File: config.mk
export PLATFORM = sky130hd
export DESIGN_NAME = pgmmu_top
export DESIGN_NICKNAME = d
export VERILOG_FILES = /design/src/rtl/mmu_pkg.sv /design/src/rtl/mmu_desc_table.sv /design/src/rtl/mmu_xlate.sv /design/src/rtl/pgmmu_top.sv
export SDC_FILE = /design/constraint.sdc
export NUM_CORES = 2
export LEC_CHECK = 0
export BUFFER_PORTS_ARGS = -buffer_cell sky130_fd_sc_hd__buf_4
export CORE_UTILIZATION = 50
export CTS_CLUSTER_DIAMETER = 150
export DETAILED_ROUTE_END_ITERATION = 6
export PLACE_DENSITY = 0.7
export SLEW_MARGIN = 40
export SYNTH_ARGS = -nofsm -noshare
export SYNTH_HDL_FRONTEND = slang
export SYNTH_HIERARCHICAL = 1
export SYNTH_SLANG_ARGS = --single-unit
export TNS_END_PERCENT = 10
File: constraint.sdc
create_clock -name clk -period 8.2 [get_ports clk]
set_input_delay 0.41 -clock clk [delete_from_list [all_inputs] [get_ports clk]]
set_output_delay 0.41 -clock clk [all_outputs]
set_load 0.01 [all_outputs]
File: src/rtl/mmu_pkg.sv
package mmu_pkg;
    localparam int WORD_W      = 16;
    localparam int LOCAL_IDX_W = 4;
    localparam int BIT_SUP     = 15;
    localparam int BIT_WP      = 14;
    localparam int BIT_XP      = 13;
    localparam int BIT_MOD     = 12;
    localparam int TYPE_LO     = 10;
    localparam int DEV_W       = 8;

    typedef enum logic [1:0] {
        ACC_READ  = 2'd0,
        ACC_WRITE = 2'd1,
        ACC_FETCH = 2'd2,
        ACC_RSVD  = 2'd3
    } acc_kind_e;

    typedef enum logic [1:0] {
        PT_LOCAL  = 2'd0,
        PT_BLANK  = 2'd1,
        PT_DEVICE = 2'd2,
        PT_ROM    = 2'd3
    } page_type_e;

    typedef enum logic [1:0] {
        FLT_NONE  = 2'd0,
        FLT_SUPER = 2'd1,
        FLT_EXEC  = 2'd2,
        FLT_WRITE = 2'd3
    } fault_e;

    // Fields of a descriptor needed for a lookup
    typedef struct packed {
        logic             sup_only;
        logic             wr_prot;
        logic             ex_prot;
        page_type_e       ptype;
        logic [DEV_W-1:0] dev;
    } desc_view_t;

    // Protection checks in priority order
    function automatic fault_e fault_of(desc_view_t d, acc_kind_e k, logic sup);
        if (!sup && d.sup_only)            return FLT_SUPER;
        if (k == ACC_FETCH && d.ex_prot)   return FLT_EXEC;
        if (k == ACC_WRITE && d.wr_prot)   return FLT_WRITE;
        return FLT_NONE;
    endfunction
endpackage

File: src/rtl/mmu_desc_table.sv
module mmu_desc_table
    import mmu_pkg::*;
#(
    parameter int NPAGES    = 16,
    parameter int PAGE_BITS = 4
) (
    input  logic                               clk,
    input  logic                               rst,
    input  logic                               cfg_we,
    input  logic                               cfg_super,
    input  logic [PAGE_BITS-1:0]               cfg_sel,
    input  logic                               cfg_word,
    input  logic [WORD_W-1:0]                  cfg_wdata,
    output logic [WORD_W-1:0]                  cfg_rdata,
    output logic                               cfg_denied,
    input  logic [PAGE_BITS-1:0]               lk_page,
    output desc_view_t                         lk_view,
    output logic [WORD_W-1:0]                  lk_w1,
    input  logic                               mark_dirty,
    output logic [NPAGES-1:0][WORD_W-1:0]      w0_q
);
    logic [NPAGES-1:0][WORD_W-1:0] w1_q;
    logic                          cfg_ok;
    logic [WORD_W-1:0]             lk_w0;

    assign cfg_ok = cfg_we && cfg_super;

    always_ff @(posedge clk) begin
        if (rst) begin
            cfg_denied <= 1'b0;
            for (int p = 0; p < NPAGES; p++) begin
                w0_q[p] <= '0;
                w1_q[p] <= WORD_W'(p);
            end
        end else begin
            cfg_denied <= cfg_we && !cfg_super;
            for (int p = 0; p < NPAGES; p++) begin
                if (cfg_ok && cfg_sel == PAGE_BITS'(p)) begin
                    if (cfg_word) w1_q[p] <= cfg_wdata;
                    else          w0_q[p] <= cfg_wdata;
                end else if (mark_dirty && lk_page == PAGE_BITS'(p)) begin
                    w0_q[p][BIT_MOD] <= 1'b1;
                end
            end
        end
    end

    assign cfg_rdata = cfg_word ? w1_q[cfg_sel] : w0_q[cfg_sel];

    assign lk_w0 = w0_q[lk_page];
    assign lk_w1 = w1_q[lk_page];

    always_comb begin
        lk_view.sup_only = lk_w0[BIT_SUP];
        lk_view.wr_prot  = lk_w0[BIT_WP];
        lk_view.ex_prot  = lk_w0[BIT_XP];
        lk_view.ptype    = page_type_e'(lk_w0[TYPE_LO+1:TYPE_LO]);
        lk_view.dev      = lk_w0[DEV_W-1:0];
    end
endmodule

File: src/rtl/mmu_xlate.sv
module mmu_xlate
    import mmu_pkg::*;
(
    input  logic              valid,
    input  desc_view_t        view,
    input  logic [WORD_W-1:0] w1,
    input  logic [1:0]        kind,
    input  logic              super_mode,
    output fault_e            cause,
    output page_type_e        ptype,
    output logic [WORD_W-1:0] index,
    output logic [DEV_W-1:0]  device,
    output logic              req,
    output logic              mark_dirty
);
    acc_kind_e k;

    assign k     = acc_kind_e'(kind);
    assign cause = fault_of(view, k, super_mode);
    assign ptype = view.ptype;

    always_comb begin
        index  = '0;
        device = '0;
        unique case (view.ptype)
            PT_LOCAL:  index = {{(WORD_W-LOCAL_IDX_W){1'b0}}, w1[LOCAL_IDX_W-1:0]};
            PT_BLANK:  index = '0;
            PT_DEVICE: begin
                index  = w1;
                device = view.dev;
            end
            PT_ROM:    index = w1;
        endcase
    end

    assign req        = valid && cause == FLT_NONE && view.ptype != PT_BLANK;
    assign mark_dirty = req && k == ACC_WRITE;
endmodule

File: src/rtl/pgmmu_top.sv
module pgmmu_top
    import mmu_pkg::*;
#(
    parameter int ADDR_W = 16,
    parameter int OFF_W  = 12
) (
    input  logic                          clk,
    input  logic                          rst,
    input  logic                          cfg_we,
    input  logic                          cfg_super,
    input  logic [ADDR_W-OFF_W-1:0]       cfg_sel,
    input  logic                          cfg_word,
    input  logic [15:0]                   cfg_wdata,
    output logic [15:0]                   cfg_rdata,
    output logic                          cfg_denied,
    input  logic                          acc_valid,
    input  logic [ADDR_W-1:0]             acc_addr,
    input  logic [1:0]                    acc_kind,
    input  logic                          acc_super,
    output logic                          res_valid,
    output logic                          res_fault,
    output logic [1:0]                    res_cause,
    output logic [1:0]                    res_target,
    output logic [15:0]                   res_index,
    output logic [7:0]                    res_device,
    output logic [OFF_W-1:0]              res_offset,
    output logic                          mem_req
);
    localparam int PAGE_BITS = ADDR_W - OFF_W;
    localparam int NPAGES    = 1 << PAGE_BITS;

    logic [PAGE_BITS-1:0]          page;
    desc_view_t                    view;
    logic [WORD_W-1:0]             w1;
    fault_e                        cause;
    page_type_e                    ptype;
    logic [WORD_W-1:0]             index;
    logic [DEV_W-1:0]              device;
    logic                          req;
    logic                          dirty;
    logic [NPAGES-1:0][WORD_W-1:0] tbl_w0;
    logic                          ok;

    assign page = acc_addr[ADDR_W-1:OFF_W];

    mmu_desc_table #(.NPAGES(NPAGES), .PAGE_BITS(PAGE_BITS)) u_table (
        .clk        (clk),
        .rst        (rst),
        .cfg_we     (cfg_we),
        .cfg_super  (cfg_super),
        .cfg_sel    (cfg_sel),
        .cfg_word   (cfg_word),
        .cfg_wdata  (cfg_wdata),
        .cfg_rdata  (cfg_rdata),
        .cfg_denied (cfg_denied),
        .lk_page    (page),
        .lk_view    (view),
        .lk_w1      (w1),
        .mark_dirty (dirty),
        .w0_q       (tbl_w0)
    );

    mmu_xlate u_xlate (
        .valid      (acc_valid),
        .view       (view),
        .w1         (w1),
        .kind       (acc_kind),
        .super_mode (acc_super),
        .cause      (cause),
        .ptype      (ptype),
        .index      (index),
        .device     (device),
        .req        (req),
        .mark_dirty (dirty)
    );

    assign ok = acc_valid && cause == FLT_NONE;

    always_ff @(posedge clk) begin
        if (rst) begin
            res_valid  <= 1'b0;
            res_fault  <= 1'b0;
            res_cause  <= FLT_NONE;
            res_target <= '0;
            res_index  <= '0;
            res_device <= '0;
            res_offset <= '0;
            mem_req    <= 1'b0;
        end else begin
            res_valid  <= acc_valid;
            res_fault  <= acc_valid && cause != FLT_NONE;
            res_cause  <= acc_valid ? cause : FLT_NONE;
            res_target <= ok ? ptype : PT_LOCAL;
            res_index  <= ok ? index : '0;
            res_device <= ok ? device : '0;
            res_offset <= ok ? acc_addr[OFF_W-1:0] : '0;
            mem_req    <= req;
        end
    end
endmodule

==> flow_summary.json <==
{
  "outcome": "complete, no violations",
  "final_common_cell": "nand2_1",
  "area_growth_pct": 10.7,
  "ant_nets": 0,
  "hold_violations": 0,
  "leakage_nw": 10.3,
  "worst_pin_slew_ns": 0.894,
  "wl_per_cell_um": 25.9,
  "hpwl_mm": 60.0,
  "row_count": 85,
  "grt_pass1_vias": 24000,
  "worstSetupPathType": "input pin to register",
  "initial_core_util_pct": 51.0,
  "slew_headroom_pct": 40.4,
  "syn_inst": 3083,
  "async_flop_share_pct": 0,
  "die_y_um": 237,
  "antenna_found_initial": 5,
  "clk_latency_ns": 0.63,
  "syn_area_per_cell_um2": 8.95,
  "placed_cell_area_um2": 28300,
  "yosys_most_used_dff": "dfxtp_1",
  "critPathArrivalTime_ns": 4.73,
  "cts_buffers": 59,
  "grt_first_pass_wirelength_mm": 145,
  "synth_area_um2": 27600,
  "die_x_um": 237,
  "power_density_nw_per_um2": 196,
  "start_kind": "input pin",
  "fin_crit_ns": 4.17,
  "layout_common_cells": "nand2_1 (996), dfxtp_1 (556), a21oi_1 (484)",
  "drt_iter0_markers": 3476,
  "worst_ep_required_time_ns": 8.76,
  "drt-total-wl_mm": 96.9,
  "drt_first_pass_iters": 7,
  "drive_above_1_share_pct": 17.2,
  "vdd_drop_max_v": 0.000150,
  "clk_pin_slew_ns": 0.06,
  "cp_max_fo": 53,
  "fin_crit_sh_pct": 50.9,
  "cts-root-buf": "clkbuf_16",
  "setup_viol": 0,
  "max_freq_mhz": 240,
  "synth_warnings": 6,
  "vias": 24500,
  "ys_seq_area_share_pct": 40.3,
  "pin_count": 105,
  "nNetsFinal": 3043,
  "endpoint_kind": "register",
  "fin_area_um2": 30500,
  "cts_sinks": 556,
  "synth_edf_count": 0,
  "hp-class": "input pin to register",
  "cap_violations": 0,
  "cts_tree": "built",
  "h-tree-depth": 2,
  "design.die.area_um2": 56100,
  "skew_ns": 0.0152,
  "ys_ff_latch": 556,
  "core_um2": 54100,
  "drcViolationCount": 0,
  "port_buffers": 104,
  "gp_congestion": 0.920,
  "fin_ws_ns": 4.03,
  "final_util_pct": 56.4,
  "clockBufferDepth": 3,
  "grt_usage_pct": 34.1,
  "synth_fp_nets": 3128,
  "rsz0062_at_grt": "no",
  "grt_max_degree": 133,
  "place_ws_ns": 3.46,
  "p_total_w": 0.00598,
  "report.final.slew_viol_count": 0,
  "viasPerCell": 6.55,
  "setup_tns_ns": 0,
  "ys_types": 53,
  "grt-ovfl-total": 0
}
-- registers in the layout, indices dropped and copies added, names as in the netlist --
signal and flops:
res_device 8, u_table/w1_q 256, res_index 16, res_target 2
res_cause 2, u_table/w0_q 256, mem_req 1, res_fault 1
res_offset 12, res_valid 1, u_table/cfg_denied 1
-- Yosys cell counts, types with 18 or more instances --
| master | number | area (um2) |
|---|---|---|
| buf_4 | 25 | 188 |
| buf_2 | 103 | 515 |
| nand3b_1 | 37 | 278 |
| nand2_1 | 1002 | 3760 |
| clkbuf_1 | 151 | 567 |
| buf_6 | 18 | 203 |
| nor3_1 | 29 | 145 |
| a21oi_1 | 484 | 2420 |
| a22oi_1 | 25 | 188 |
| and2_1 | 66 | 413 |
| o22ai_1 | 54 | 338 |
| dfxtp_1 | 556 | 11100 |
| nor2_1 | 27 | 101 |
| o211ai_1 | 18 | 135 |
| mux4_2 | 205 | 4620 |
| mux2i_1 | 136 | 1360 |
-- critical path, stage by stage --
cell       delay, ns
buf_6           0.56
buf_4           0.55
mux4_2          0.57
mux4_2          0.47
inv_1           0.10
o21ai_2         0.11
nor4_2          0.68
or3b_1          0.48
a2111oi_0       0.42
nor3_1          0.09
nor3_1          0.17
-- cell type report --
type	instances	area, um2
tap	696	871
multi-input combinational	2221	15100
sequential	556	11100
fill	4630	23600
clock buffer	84	1770
timing repair buffer	157	1360
clock inverter	22	269
inverter	3	11.3
antenna	5	12.5
-- cell families after synthesis --
family | share of synthesized area [%]
multiplexers | 21.7
AO/OA/AOI/OAI | 12.5
flip-flops | 40.3
buffers and inverters | 5.64
AND/OR/NAND/NOR | 19.8
-- path summary, 6_finish.rpt --
kind	startpoint	to	slack, ns	cells after the start
worst max-delay path	acc_addr[12]	u_table/w0_q[12]$_SDFFE_PP0P_	4.03	11
worst min-delay path	cfg_super	u_table/cfg_denied$_SDFF_PP0_	0.04	2
worst max register to register	u_table/w0_q[254]$_SDFFE_PP0P_	u_table/w0_q[12]$_SDFFE_PP0P_	4.58	9
worst min register to register	u_table/w0_q[152]$_SDFFE_PP0P_	u_table/w0_q[152]$_SDFFE_PP0P_	0.46	2
-- through the flow --
stage / instances / hold WS (ns)
floorplan: 3083 / 0.429
global placement: 3606 / 0.437
detailed placement: 3620 / 0.446
CTS: 3738 / 0.0145
global route: 3739 / 0.0266
finish: 3744 / 0.0408
-- metal layers --
layer  vias up  GRT usage [%]  wire length, um
met3       392           10.3            12800
met2      1711           52.9            43500
met5         -              0               27
li1      10600              -                -
met4         4           17.9             5240
met1     11800           43.0            35200
-- what timing repair did --
action / CTS / global route
hold buffers: 12 / 0
buffers inserted: 0 / 0
setup endpoints to repair: 0 / 0
resized for setup: 0 / 0
endpoints found under the hold margin: 12 / 0
-- power by group --
part	total [W]	internal [W]	leakage [nW]	switching, W
Combinational	0.000442	0.000142	4.83	0.000300
Clock	0.00281	0.00168	1.02	0.00113
Sequential	0.00273	0.00272	4.48	0.0000102
Total	0.00598	0.00454	10.3	0.00144
No activity file was read; power rests on OpenSTA's default activity.
